<file path="config.mk">
export PLATFORM = sky130hd
export DESIGN_NAME = i2cm_addr_flags
export DESIGN_NICKNAME = d
export VERILOG_FILES = /design/src/rtl/i2cm_flags_pkg.sv /design/src/rtl/i2cm_addr_phase_trk.sv /design/src/rtl/i2cm_ackfail_flag.sv /design/src/rtl/i2cm_addr_end_flag.sv /design/src/rtl/i2cm_addr_flags.sv
export SDC_FILE = /design/constraint.sdc
export NUM_CORES = 1
export LEC_CHECK = 0
export ABC_AREA = 0
export BUFFER_PORTS_ARGS = -buffer_cell sky130_fd_sc_hd__buf_4
export CAP_MARGIN = 20
export CORE_AREA = 2 2 39 41
export CTS_CLUSTER_SIZE = 16
export DETAILED_ROUTE_END_ITERATION = 6
export DIE_AREA = 0 0 41 43
export PLACE_DENSITY = 0.48
export SYNTH_ARGS = -nofsm -noshare
export SYNTH_HDL_FRONTEND = slang
export SYNTH_HIERARCHICAL = 1
export SYNTH_SLANG_ARGS = --single-unit
export TNS_END_PERCENT = 100
</file>
<file path="constraint.sdc">
create_clock -name clk -period 2.17 [get_ports clk]
set_input_delay 0.1085 -clock clk [delete_from_list [all_inputs] [get_ports clk]]
set_output_delay 0.1085 -clock clk [all_outputs]
set_load 0.005 [all_outputs]
</file>
<file path="src/rtl/i2cm_flags_pkg.sv">
package i2cm_flags_pkg;

  // Progress through a 10-bit address phase.
  typedef enum logic [1:0] {
    PH_FRESH   = 2'd0,  // next address byte is a header
    PH_HDR     = 2'd1,  // header sent, low byte pending
    PH_RESTART = 2'd2,  // repeated start seen, header next
    PH_DONE    = 2'd3   // address phase complete
  } addr_phase_e;

endpackage

</file>
<file path="src/rtl/i2cm_addr_phase_trk.sv">
module i2cm_addr_phase_trk
  import i2cm_flags_pkg::*;
(
  input  logic clk,
  input  logic rst_n,
  input  logic en_i,
  input  logic mode10_i,
  input  logic rd_dir_i,
  input  logic start_i,
  input  logic rstart_i,
  input  logic addr_sent_i,
  output logic done_o
);

  addr_phase_e ph_q, ph_d;
  logic        ph_upd;

  // Completion is decided from the phase held before this byte.
  always_comb begin
    done_o = 1'b0;
    if (en_i && addr_sent_i) begin
      if (!mode10_i) begin
        done_o = 1'b1;
      end else begin
        unique case (ph_q)
          PH_HDR:     done_o = 1'b1;
          PH_RESTART: done_o = rd_dir_i;
          default:    done_o = 1'b0;
        endcase
      end
    end
  end

  always_comb begin
    ph_d   = ph_q;
    ph_upd = 1'b0;
    if (!en_i || start_i) begin
      ph_d   = PH_FRESH;
      ph_upd = 1'b1;
    end else if (rstart_i) begin
      ph_d   = PH_RESTART;
      ph_upd = 1'b1;
    end else if (addr_sent_i && mode10_i) begin
      ph_upd = 1'b1;
      unique case (ph_q)
        PH_HDR:     ph_d = PH_DONE;
        PH_RESTART: ph_d = rd_dir_i ? PH_DONE : PH_HDR;
        default:    ph_d = PH_HDR;
      endcase
    end
  end

  always_ff @(posedge clk or negedge rst_n) begin
    if (!rst_n) begin
      ph_q <= PH_FRESH;
    end else if (ph_upd) begin
      ph_q <= ph_d;
    end
  end

endmodule

</file>
<file path="src/rtl/i2cm_ackfail_flag.sv">
module i2cm_ackfail_flag (
  input  logic clk,
  input  logic rst_n,
  input  logic en_i,
  input  logic nack_i,
  input  logic sr2_rd_i,
  output logic flag_o
);

  logic flag_q, flag_d, flag_upd;

  // Disable beats set; set beats the read-clear.
  always_comb begin
    flag_upd = !en_i || nack_i || sr2_rd_i;
    if (!en_i) begin
      flag_d = 1'b0;
    end else if (nack_i) begin
      flag_d = 1'b1;
    end else begin
      flag_d = 1'b0;
    end
  end

  always_ff @(posedge clk or negedge rst_n) begin
    if (!rst_n) begin
      flag_q <= 1'b0;
    end else if (flag_upd) begin
      flag_q <= flag_d;
    end
  end

  assign flag_o = flag_q;

endmodule

</file>
<file path="src/rtl/i2cm_addr_end_flag.sv">
module i2cm_addr_end_flag (
  input  logic clk,
  input  logic rst_n,
  input  logic en_i,
  input  logic set_i,
  input  logic sr2_rd_i,
  input  logic cr_wr_i,
  output logic flag_o
);

  logic flag_q, flag_d;
  logic arm_q, arm_d;
  logic upd;

  // The read arms the clear only while the flag is set. The arm is
  // consumed by the next control write, and any new set drops it.
  always_comb begin
    flag_d = flag_q;
    arm_d  = arm_q;
    if (!en_i) begin
      flag_d = 1'b0;
      arm_d  = 1'b0;
    end else if (set_i) begin
      flag_d = 1'b1;
      arm_d  = 1'b0;
    end else if (cr_wr_i && arm_q) begin
      flag_d = 1'b0;
      arm_d  = 1'b0;
    end else if (sr2_rd_i && flag_q) begin
      arm_d  = 1'b1;
    end
    upd = (flag_d != flag_q) || (arm_d != arm_q);
  end

  always_ff @(posedge clk or negedge rst_n) begin
    if (!rst_n) begin
      flag_q <= 1'b0;
      arm_q  <= 1'b0;
    end else if (upd) begin
      flag_q <= flag_d;
      arm_q  <= arm_d;
    end
  end

  assign flag_o = flag_q;

endmodule

</file>
<file path="src/rtl/i2cm_addr_flags.sv">
module i2cm_addr_flags (
  input  logic clk,
  input  logic rst_n,
  input  logic en_i,
  input  logic irq_en_i,
  input  logic mode10_i,
  input  logic rd_dir_i,
  input  logic start_i,
  input  logic rstart_i,
  input  logic addr_sent_i,
  input  logic nack_i,
  input  logic sr2_rd_i,
  input  logic cr_wr_i,
  output logic ack_fail_o,
  output logic addr_end_o,
  output logic irq_o,
  output logic stretch_ok_o
);

  logic phase_done;

  i2cm_addr_phase_trk u_trk (
    .clk         (clk),
    .rst_n       (rst_n),
    .en_i        (en_i),
    .mode10_i    (mode10_i),
    .rd_dir_i    (rd_dir_i),
    .start_i     (start_i),
    .rstart_i    (rstart_i),
    .addr_sent_i (addr_sent_i),
    .done_o      (phase_done)
  );

  i2cm_ackfail_flag u_af (
    .clk      (clk),
    .rst_n    (rst_n),
    .en_i     (en_i),
    .nack_i   (nack_i),
    .sr2_rd_i (sr2_rd_i),
    .flag_o   (ack_fail_o)
  );

  i2cm_addr_end_flag u_ae (
    .clk      (clk),
    .rst_n    (rst_n),
    .en_i     (en_i),
    .set_i    (phase_done),
    .sr2_rd_i (sr2_rd_i),
    .cr_wr_i  (cr_wr_i),
    .flag_o   (addr_end_o)
  );

  assign irq_o        = ack_fail_o & irq_en_i;
  assign stretch_ok_o = ~ack_fail_o;

endmodule

</file>
; ---- Word level (Yosys, flattened, before mapping)
; Cells that the tools add are included.
[classes]
eq_ne = 4
n_mux = 20
bitwise = 2
n_reduce_logical = 11
[op_table]
columns = op, count
row1 = 1-bit 2-to-1 mux, 14
row2 = 2-bit 2-to-1 mux, 4
row3 = 1-bit logical AND, 4
row4 = 1-bit logical OR, 4
row5 = 2-bit one-hot mux with 2 select lines, 1
row6 = 3-bit nonzero test, 1
row7 = "2-bit by 1-bit equality test with 1-bit output, second input constant", 1
row8 = "2-bit equality test, second input constant", 1
row9 = 1-bit inequality test, 2
row10 = 1-bit one-hot mux with 2 select lines, 1
row11 = 2-bit AND reduction, 1
row12 = 1-bit AND, 1
row13 = 1-bit logical NOT, 1
row14 = 1-bit NOT, 1
[word_totals]
regBits = 5
input_bits = 12
out_inout_bits = 4
elab_cells = 41

; ---- Longest topological paths before layout
; Gate-level depths: netlist (run 1).
[depth]
depth_word = 8
ltp_mapped = 7
depth_no_buf = 7

; ---- Cells and area by module
; Netlist (run 1), hierarchy kept.
[by_module_without_submodules]
columns = mod, n_inst, cells_each, area_each_um2, seq_area_each_um2
row1 = i2cm_addr_phase_trk, 1, 15, 132.6, 50.0
row2 = i2cm_addr_end_flag, 1, 8, 90.1, 50.0
row3 = i2cm_ackfail_flag, 1, 3, 46.3, 25.0
row4 = i2cm_addr_flags, 1, 2, 10.0, 0.0

; ---- Worst setup path after synthesis (run 1)
; No wires, ideal clock.
[synth_timing]
kind = register to register
startpoint = register u_trk.ph_q[0]
endpoint = register u_ae.arm_q
setup_time_ns = 0.077
arrival_time_ns = 1.168
t_required_ns = 2.093
path_slack_ns = 0.925
path_stages_with_launch = 8
n_path_buf = 0
synth_period_minus_slack_ns = 1.245
path_cell_list = dfrtp_1 inv_1 ha_1 a21oi_1 o21ai_0 and3_1 nand2b_1 a21oi_1
[synth_between]
elab_chain_cells = 8
word_cells_on_any_way = 12
classes_between = eq/ne: 4 / mux: 7 / reduce/logical: 1
[synth_rtl]
columns = item, line_no
row1 = start: declaration, i2cm_addr_phase_trk.sv:15  ; addr_phase_e ph_q, ph_d;
row2 = start signal: assignment, i2cm_addr_phase_trk.sv:57  ; ph_q <= ph_d;
row3 = 2-bit equality test / 2-bit by 1-bit equality test with 1-bit output (equally long branches), i2cm_addr_phase_trk.sv:25  ; unique case (ph_q)
row4 = 1-bit one-hot mux with 2 select lines (*), i2cm_addr_phase_trk.sv:25
row5 = 1-bit 2-to-1 mux (*), i2cm_addr_phase_trk.sv:22  ; if (!mode10_i) begin
row6 = 1-bit 2-to-1 mux (*), i2cm_addr_phase_trk.sv:21  ; if (en_i && addr_sent_i) begin
row7 = via phase_done, i2cm_addr_flags.sv:20  ; logic phase_done;
row8 = 1-bit 2-to-1 mux, i2cm_addr_end_flag.sv:23  ; end else if (set_i) begin
row9 = 1-bit 2-to-1 mux, i2cm_addr_end_flag.sv:20  ; if (!en_i) begin
row10 = 1-bit inequality test, i2cm_addr_end_flag.sv:32  ; upd = (flag_d != flag_q) || (arm_d != arm_q);
row11 = 1-bit logical OR, i2cm_addr_end_flag.sv:32
row12 = end signal: assignment, i2cm_addr_end_flag.sv:41  ; arm_q <= arm_d;
row13 = end: declaration, i2cm_addr_end_flag.sv:12  ; logic arm_q, arm_d;
; Mark *: on every way through the listed nets, which the timed path passes. The rest lies on a longest branch.
; A chain may end at the register's enable or synchronous reset.

; ---- Worst setup path in the final report (run 1)
; Ends and elaborated chain as after synthesis.

==> flow_summary.json, run 1 <==
{
  "netlist_area_um2": 279,
  "worst_ep_required_time_ns": 2.33,
  "place.gp.congestion": 0.661,
  "rows": 14,
  "synth_edf_count": 0,
  "vias": 262,
  "syn-instance-count": 28,
  "arrival_ns": 1.50,
  "grt_max_degree": 6,
  "power_frac_seq_pct": 41.0,
  "viasPerCell": 4.09,
  "hold_class": "primary input to flop",
  "yosysTopAreaCellShare_pct": 44.8,
  "grt_usage_pct": 8.88,
  "stdcell_area_um2": 448,
  "wl_per_cell_um": 9.42,
  "postLayoutSetupSlackWorst_ns": 0.830,
  "clockRootBuffer": "clkbuf_4",
  "yosys-top-cells-count": "dfrtp_1, a21oi_1, inv_1, nand2b_1",
  "setup_viol": 0,
  "grt_pass1_vias": 275,
  "relSlewSlack_pct": 88.1,
  "grt.overflow.total": 0,
  "die_area_um2": 1760,
  "ir_drop_mv": 0.222,
  "antenna_found_initial": 0,
  "syn_nets": 42,
  "multi_input_area_um2": 143,
  "netSwitchingPower_uw": 51.6,
  "area_growth_pct": 60.5,
  "cts_tree": "yes",
  "max_freq_ghz": 0.746,
  "p_sw_share_pct": 21.0,
  "pwr-share-comb_pct": 16.7,
  "reg2reg_depth": 7,
  "utilization_pct": 32.4,
  "period_minus_slack_ns": 1.34,
  "yosysTopAreaCell": "dfrtp_1",
  "dp.final_hpwl_um": 510,
  "portBuffers": 15,
  "dpl_cell_area_um2": 412,
  "cts_resized": 0,
  "clk_latency_ns": 0.24,
  "syn_avg_cell_area_um2": 9.96,
  "final_hold_viol_count": 0,
  "maxCapViolCount": 0,
  "synth.area.top_cells": "dfrtp_1, ha_1, a21oi_1",
  "fp.dieW_um": 41,
  "ys.flop_type": "dfrtp_1",
  "drc": 0,
  "final_cells": 64,
  "cts-hold-fix-buffers": 1,
  "slew_violations": 0,
  "grt_pass1_wl_um": 1020,
  "postSynth.asyncResetShare_pct": 100,
  "cts.sinks": 5,
  "p_leak_nw": 0.216,
  "p_int_uw": 193,
  "finClkSkew_ns": 0.00215,
  "dp_cells": 59,
  "whs_ns": 0.0286,
  "p_per_area_nw_per_um2": 547,
  "status": "finished, final reports clean",
  "drt_pass1_iterations": 2,
  "total_power_uw": 245,
  "crit_path_max_fanout": 2,
  "synth.most_common_cell": "dfrtp_1",
  "rsz0062_at_grt": "false",
  "power_frac_clock_pct": 42.3,
  "worst_pin_slew_ns": 0.178,
  "cp-start-kind": "flop",
  "path_clk_slew_ns": 0.04,
  "numCtsBuffers": 3,
  "postCtsSetupBuffers": 0,
  "antennaDiodeCount": 0,
  "dp_slack_ns": 0.816,
  "ys_seq_elements": 5,
  "ys_seq_area_share_pct": 44.8,
  "end_kind": "flop",
  "start_util_pct": 20.2,
  "critPathKind": "flop to flop",
  "ys_types": 15,
  "fp.dieH_um": 43,
  "hold_depth": 2,
  "seq_area_um2": 125,
  "synth-warning-count": 6,
  "fillCellCount": 150,
  "core_um2": 1380,
  "finalCritPeriodShare_pct": 61.8,
  "final_antenna_net_count": 0,
  "drt-initial-drc-count": 2,
  "wl_um": 603,
  "drive_above_1_share_pct": 39.6,
  "io_pins": 16,
  "clock_path_buffers": 2,
  "nNetsFinal": 63,
  "h-tree-depth": 1,
  "fin_setup_tns_ns": 0
}
[worst max-delay path, cell delays in order (launching register included)]
cell and delay (ns):
dfrtp_1 0.35, inv_1 0.06, ha_1 0.18, a21oi_1 0.15
o21ai_0 0.08, and3_1 0.19, nand2b_1 0.13, a21oi_1 0.11
[logic make-up after synthesis]
group	Yosys count	share of synthesized area, %
compound gates	9	19.7
fa+ha+maj	2	8.97
buf+inv	3	4.04
flops	5	44.8
simple gates	9	22.4
[placed cells by master, fill, tap and decap left out, drive strengths merged]
master       instances
a211oi               1
and3                 1
inv                  3
a21boi               1
dfrtp                5
clkbuf               4
o21a                 2
nor2b                1
dlygate4sd3          1
nand2b               3
nand3b               1
ha                   2
a21oi                4
buf                 15
or3                  1
and2                 1
nand2                1
o21ai                1
[sequential cells by signal, summed over array words and instances (netlist names)]
name,count
u_trk/ph_q,2
u_ae/arm_q,1
u_af/flag_o,1
u_ae/flag_o,1
[metal layers]
metal	GRT usage [%]	wire (um)	vias up
met5	0	0	-
met4	6.00	0	0
met3	3.14	82	0
met2	13.4	258	16
met1	9.80	262	112
li1	-	-	134
[final timing paths]
check / start / end / slack, ns
max in group asynchronous: rst_n / u_ae/flag_o$_DFFE_PN0P_ / 1.84
min in group asynchronous: rst_n / u_af/flag_o$_DFFE_PN0P_ / 0.22
setup reg to reg: u_trk/ph_q[0]$_DFFE_PN0P_ / u_ae/arm_q$_DFFE_PN0P_ / 0.83
setup / recovery: u_trk/ph_q[0]$_DFFE_PN0P_ / u_ae/arm_q$_DFFE_PN0P_ / 0.83
hold / removal: rstart_i / u_trk/ph_q[0]$_DFFE_PN0P_ / 0.03
hold reg to reg: u_trk/ph_q[0]$_DFFE_PN0P_ / u_trk/ph_q[0]$_DFFE_PN0P_ / 0.56
[power groups by stage]
stage | registers [mW] | logic (mW) | clock network, mW
final | 0.100 | 0.0410 | 0.104
after global routing | 0.101 | 0.0468 | 0.116
after CTS | 0.100 | 0.0419 | 0.111
after detailed placement | 0.102 | 0.0401 | 0
after global placement | 0.102 | 0.0403 | 0
after floorplan | 0.101 | 0.0130 | 0
[cell type report]
type                       count  area share, %
timing repair buffer          16           27.4
inverter                       3           2.51
clock buffer                   4           5.87
sequential                     5           27.9
tap                           16           4.47
multi-input combinational     20           31.8
Note: power is estimated with default switching activity, not from simulation.
==> inputs of run 2 (changes only) <==
--- a/config.mk
+++ b/config.mk
@@ -12,7 +12,7 @@
 export CTS_CLUSTER_SIZE = 16
 export DETAILED_ROUTE_END_ITERATION = 6
 export DIE_AREA = 0 0 41 43
-export PLACE_DENSITY = 0.48
+export PLACE_DENSITY = 0.5
 export SYNTH_ARGS = -nofsm -noshare
 export SYNTH_HDL_FRONTEND = slang
 export SYNTH_HIERARCHICAL = 1
==> constraint.sdc (replaced) <==
create_clock -name clk -period 1.15 [get_ports clk]
set_input_delay 0.0575 -clock clk [delete_from_list [all_inputs] [get_ports clk]]
set_output_delay 0.0575 -clock clk [all_outputs]
set_load 0.005 [all_outputs]
==> run 2 against run 1 <==
  * The run now ends with negative setup slack left
  * Flip-flop and latch count unchanged
  * Via count up 8.0%
  * Global-route usage about the same
  * Non-clock buffer count up 3
  * Register-to-register slack worse by 0.93 ns
  * First-iteration DRC count rose to 2.5 times the previous value
  * Count of clock-buffer cells in the layout unchanged
  * Core utilization up 4.2 points
  * Sequential share of layout area down 3.2 points
  * Highest routed layer unchanged
==> flow_summary.json, run 2 (synthesized netlist as in run 1, its figures left out) <==
{
  "area_growth_pct": 81.6,
  "final_hold_viol_count": 0,
  "hold_class": "primary input to flop",
  "routed-wl-met2_um": 272,
  "start_util_pct": 20.2,
  "total_power_uw": 484,
  "maxCapViolCount": 0,
  "end_kind": "flop",
  "drt-initial-drc-count": 5,
  "max_freq_ghz": 0.802,
  "period_minus_slack_ns": 1.25,
  "clock_path_buffers": 2,
  "top_layer": "met3",
  "route.met3.wl_um": 89,
  "relSlewSlack_pct": 88.5,
  "arrival_ns": 1.42,
  "numCtsBuffers": 3,
  "cp-start-kind": "flop",
  "drive_above_1_share_pct": 54.9,
  "nNetsFinal": 66,
  "status": "finished with violations",
  "dp_slack_ns": -0.123,
  "wl_met1_um": 283,
  "cts_tree": "yes",
  "fp.dieH_um": 43,
  "p_leak_nw": 0.232,
  "cts.sinks": 5,
  "worst_pin_slew_ns": 0.172,
  "h-tree-depth": 1,
  "violations": "negative setup slack",
  "final_common_cell": "buf_4",
  "crit_path_max_fanout": 3,
  "fp.dieW_um": 41,
  "multi_input_area_um2": 176,
  "antennaDiodeCount": 0,
  "slew_violations": 0,
  "reg2reg_slack_ns": -0.1,
  "grt_pass1_vias": 268,
  "place.gp.congestion": 0.645,
  "die_area_um2": 1760,
  "portBuffers": 15,
  "fillCellCount": 144,
  "grt_usage_pct": 8.87,
  "postLayoutSetupSlackWorst_ns": -0.0966,
  "antenna_found_initial": 0,
  "grt_max_degree": 6,
  "worst_ep_required_time_ns": 1.32,
  "wl_um": 645,
  "drt_pass1_iterations": 3,
  "rows": 14,
  "finalCritPeriodShare_pct": 108,
  "final_antenna_net_count": 0,
  "vias": 283,
  "clockRootBuffer": "clkbuf_4",
  "grt.overflow.total": 0,
  "ir_drop_mv": 0.461,
  "finClkSkew_ns": 0.0000960,
  "whs_ns": 0.0347,
  "largest_reg_flops": 2,
  "viasPerCell": 4.22,
  "core_um2": 1380,
  "seq_area_um2": 125,
  "clk_latency_ns": 0.24,
  "setup_viol": 3,
  "layout_common_cells": "buf_4, dfrtp_1, clkbuf_4, a21oi_2",
  "grt_pass1_wl_um": 959,
  "rsz0062_at_grt": "true",
  "regMostFlops": "u_trk/ph_q",
  "path_clk_slew_ns": 0.04,
  "p_per_area_nw_per_um2": 954,
  "drc": 0,
  "dp.final_hpwl_um": 485,
  "wl_per_cell_um": 9.63,
  "critPathKind": "flop to flop",
  "io_pins": 16
}
==> run 2: metal layers <==
| metal | GRT usage, % | up-vias |
|---|---|---|
| met3 | 4.71 | 0 |
| met2 | 12.2 | 16 |
| met1 | 9.12 | 126 |
| li1 | - | 141 |
| met5 | 0 | - |
| met4 | 8.00 | 0 |
==> run 2: power breakdown <==
| group | switching (mW) | internal [mW] |
|---|---|---|
| Sequential | 0.00616 | 0.184 |
| Combinational | 0.0331 | 0.0608 |
| Clock | 0.0687 | 0.131 |
==> run 2: cell type report <==
cell class,count,area share [%]
Clock buffer,4,5.19
Inverter,3,2.22
Multi-Input combinational cell,20,34.8
Sequential cell,5,24.7
Tap cell,16,3.95
Timing Repair Buffer,19,29.1
==> run 2: per-stage QoR <==
stage | util [%] | TNS, ns | cell area, um2 | std cells
floorplan | - | -0.0826 | 298 | 28
global placement | 31.1 | -0.281 | 430 | 59
detailed placement | 31.1 | -0.293 | 430 | 59
CTS | 35.8 | -0.296 | 495 | 66
global route | 36.6 | -0.411 | 507 | 67
finish | 36.6 | -0.235 | 507 | 67
==> run 2: worst paths after layout <==
check	startpoint	to	cells after the start
min in group asynchronous	rst_n	u_ae/flag_o$_DFFE_PN0P_	2
max in group asynchronous	rst_n	u_trk/ph_q[1]$_DFFE_PN0P_	2
max	u_trk/ph_q[1]$_DFFE_PN0P_	u_ae/arm_q$_DFFE_PN0P_	7
min reg2reg	u_ae/arm_q$_DFFE_PN0P_	u_ae/arm_q$_DFFE_PN0P_	2
max reg2reg	u_trk/ph_q[1]$_DFFE_PN0P_	u_ae/arm_q$_DFFE_PN0P_	7
min	nack_i	u_af/flag_o$_DFFE_PN0P_	2
==> run 2: critical path, cell delays in order, from the launching register on <==
cell and delay, ns:
dfrtp_1 0.40, inv_1 0.06, ha_2 0.17, a21oi_2 0.10, o21ai_1 0.06, and3_1 0.15, nand2b_4 0.14, a21oi_2 0.09
==> run 2: repair_timing <==
action / 4_1_cts / 5_1_grt
pin swaps: 4 / 1
gates resized for setup: 3 / 1
setup buffers: 1 / 1
endpoints found under the setup margin: 3 / 3
hold endpoints to repair: 6 / 0
hold buffers: 2 / 0
==> inputs of run 3 (changes only) <==
--- a/config.mk
+++ b/config.mk
@@ -12,7 +12,7 @@
 export CTS_CLUSTER_SIZE = 16
 export DETAILED_ROUTE_END_ITERATION = 6
 export DIE_AREA = 0 0 41 43
-export PLACE_DENSITY = 0.5
+export PLACE_DENSITY = 0.48
 export SYNTH_ARGS = -nofsm -noshare
 export SYNTH_HDL_FRONTEND = slang
 export SYNTH_HIERARCHICAL = 1
==> constraint.sdc (replaced) <==
create_clock -name clk -period 1.6 [get_ports clk]
set_input_delay 0.08 -clock clk [delete_from_list [all_inputs] [get_ports clk]]
set_output_delay 0.08 -clock clk [all_outputs]
set_load 0.005 [all_outputs]
==> run 3 against run 2 <==
  * The run now ends clean
  * Combinational power shrank 38%
  * Final area is 9.6% lower
  * Core utilization decreased by 3.5 points
  * Count of clock-buffer cells in the layout did not move
  * First-iteration DRC count is 40% lower
  * Final cell count down 3.0%
  * Non-clock buffer count shrank 2
  * Wire length up 0.62%
  * Largest cell class unchanged
  * Sequential power shrank 28%
  * Clock power decreased by 25%
  * Worst setup slack gained 0.34 ns
==> flow_summary.json, run 3 (synthesized netlist as in run 1, its figures left out) <==
{
  "io_pins": 16,
  "dp_slack_ns": 0.262,
  "antennaDiodeCount": 0,
  "fp.dieH_um": 43,
  "finalCritPeriodShare_pct": 85.0,
  "fin_setup_tns_ns": 0,
  "largest_reg_flops": 2,
  "drive_above_1_share_pct": 38.8,
  "period_minus_slack_ns": 1.36,
  "cts-hold-fix-buffers": 2,
  "dp_cells": 59,
  "rsz0062_at_grt": "false",
  "final_hold_viol_count": 0,
  "max_freq_ghz": 0.735,
  "place.gp.congestion": 0.682,
  "layout_common_cells": "buf_4, dfrtp_1, a21oi_1",
  "relSlewSlack_pct": 87.3,
  "final_common_cell": "buf_4",
  "wl_um": 649,
  "h-tree-depth": 1,
  "setup_viol": 0,
  "crit_top_cell": "a21oi_1",
  "cts_tree": "yes",
  "worst_ep_required_time_ns": 1.77,
  "path_clk_slew_ns": 0.05,
  "rows": 14,
  "nNetsFinal": 64,
  "wl_per_cell_um": 9.98,
  "drc": 0,
  "worst_pin_slew_ns": 0.189,
  "grt_pass1_wl_um": 1000,
  "postLayoutSetupSlackWorst_ns": 0.240,
  "slew_violations": 0,
  "clockRootBuffer": "clkbuf_4",
  "grt.overflow.total": 0,
  "status": "finished, final reports clean",
  "regMostFlops": "u_trk/ph_q",
  "fp.dieW_um": 41,
  "finClkSkew_ns": 0.00243,
  "vias": 278,
  "hold_class": "primary input to flop",
  "die_area_um2": 1760,
  "portBuffers": 15,
  "clock_path_buffers": 2,
  "postCtsSetupBuffers": 0,
  "viasPerCell": 4.28,
  "dp.final_hpwl_um": 520,
  "antenna_found_initial": 0,
  "critPathKind": "flop to flop",
  "grt_pass1_vias": 267,
  "core_um2": 1380,
  "start_util_pct": 20.2,
  "cts.sinks": 5,
  "drt-initial-drc-count": 3,
  "slowest_delay_ns": 0.34,
  "maxCapViolCount": 0,
  "crit_chain": "inv_1 > ha_1 > a21oi_1 > o21ai_0 > and3_1 > nand2b_1 > a21oi_1",
  "grt_max_degree": 6,
  "ir_drop_mv": 0.280,
  "utilization_pct": 33.1,
  "cp_slowest_cell": "dfrtp_1",
  "total_power_uw": 344,
  "area_growth_pct": 64.1,
  "end_kind": "flop",
  "clk_latency_ns": 0.24,
  "cp-start-kind": "flop",
  "drt_pass1_iterations": 2,
  "p_per_area_nw_per_um2": 752,
  "cts_resized": 0,
  "numCtsBuffers": 3,
  "final_cells": 65,
  "grt_usage_pct": 9.34,
  "final_antenna_net_count": 0,
  "p_leak_nw": 0.220,
  "arrival_ns": 1.53,
  "crit_path_max_fanout": 2
}
## run 3: final cells by class
cell class	instances	area, um2
multi-input combinational	20	143
fill	148	926
inverter	3	11.3
clock buffer	4	26.3
sequential	5	125
tap	16	20.0
timing repair buffer	17	133
## run 3: through the flow
stage	hold WS (ns)	instance area, um2
2_1_floorplan	-0.216	279
4_1_cts	0.0377	458
5_1_grt	0.0448	458
3_3_place_gp	-0.111	412
6_report	0.0479	458
3_5_place_dp	-0.109	412
## run 3: power by group
group / leakage [nW] / switching, mW / total, mW / internal [mW]
sequential: 0.0673 / 0.00363 / 0.136 / 0.132
combinational: 0.138 / 0.0205 / 0.0585 / 0.0380
clock: 0.0150 / 0.0557 / 0.150 / 0.0945
total: 0.220 / 0.0799 / 0.344 / 0.264
## run 3: worst paths after layout
| kind | from | end | slack, ns | depth (start not counted) |
|---|---|---|---|---|
| max | u_trk/ph_q[0]$_DFFE_PN0P_ | u_ae/arm_q$_DFFE_PN0P_ | 0.24 | 7 |
| min | nack_i | u_af/flag_o$_DFFE_PN0P_ | 0.05 | 2 |
| max reg2reg | u_trk/ph_q[0]$_DFFE_PN0P_ | u_ae/arm_q$_DFFE_PN0P_ | 0.24 | 7 |
| min reg2reg | u_ae/arm_q$_DFFE_PN0P_ | u_ae/arm_q$_DFFE_PN0P_ | 0.54 | 2 |
| max in group asynchronous | rst_n | u_ae/arm_q$_DFFE_PN0P_ | 1.30 | 2 |
| min in group asynchronous | rst_n | u_af/flag_o$_DFFE_PN0P_ | 0.18 | 2 |
## run 3: metal layers
| layer | GRT usage [%] | wire (um) | part of all wire, % | up-vias |
|---|---|---|---|---|
| met5 | 0 | 0 | 0 | - |
| met3 | 5.24 | 96 | 15 | 0 |
| met1 | 9.32 | 268 | 41 | 124 |
| li1 | - | - | - | 138 |
| met4 | 8.00 | 0 | 0 | 0 |
| met2 | 13.1 | 285 | 44 | 16 |
## run 3: critical path: cells and delay by family, from the launching register on
kind	cells	cell delay, ns
compound gates	3	0.35
flops	1	0.34
simple gates	2	0.32
fa+ha+maj	1	0.20
buf+inv	1	0.07
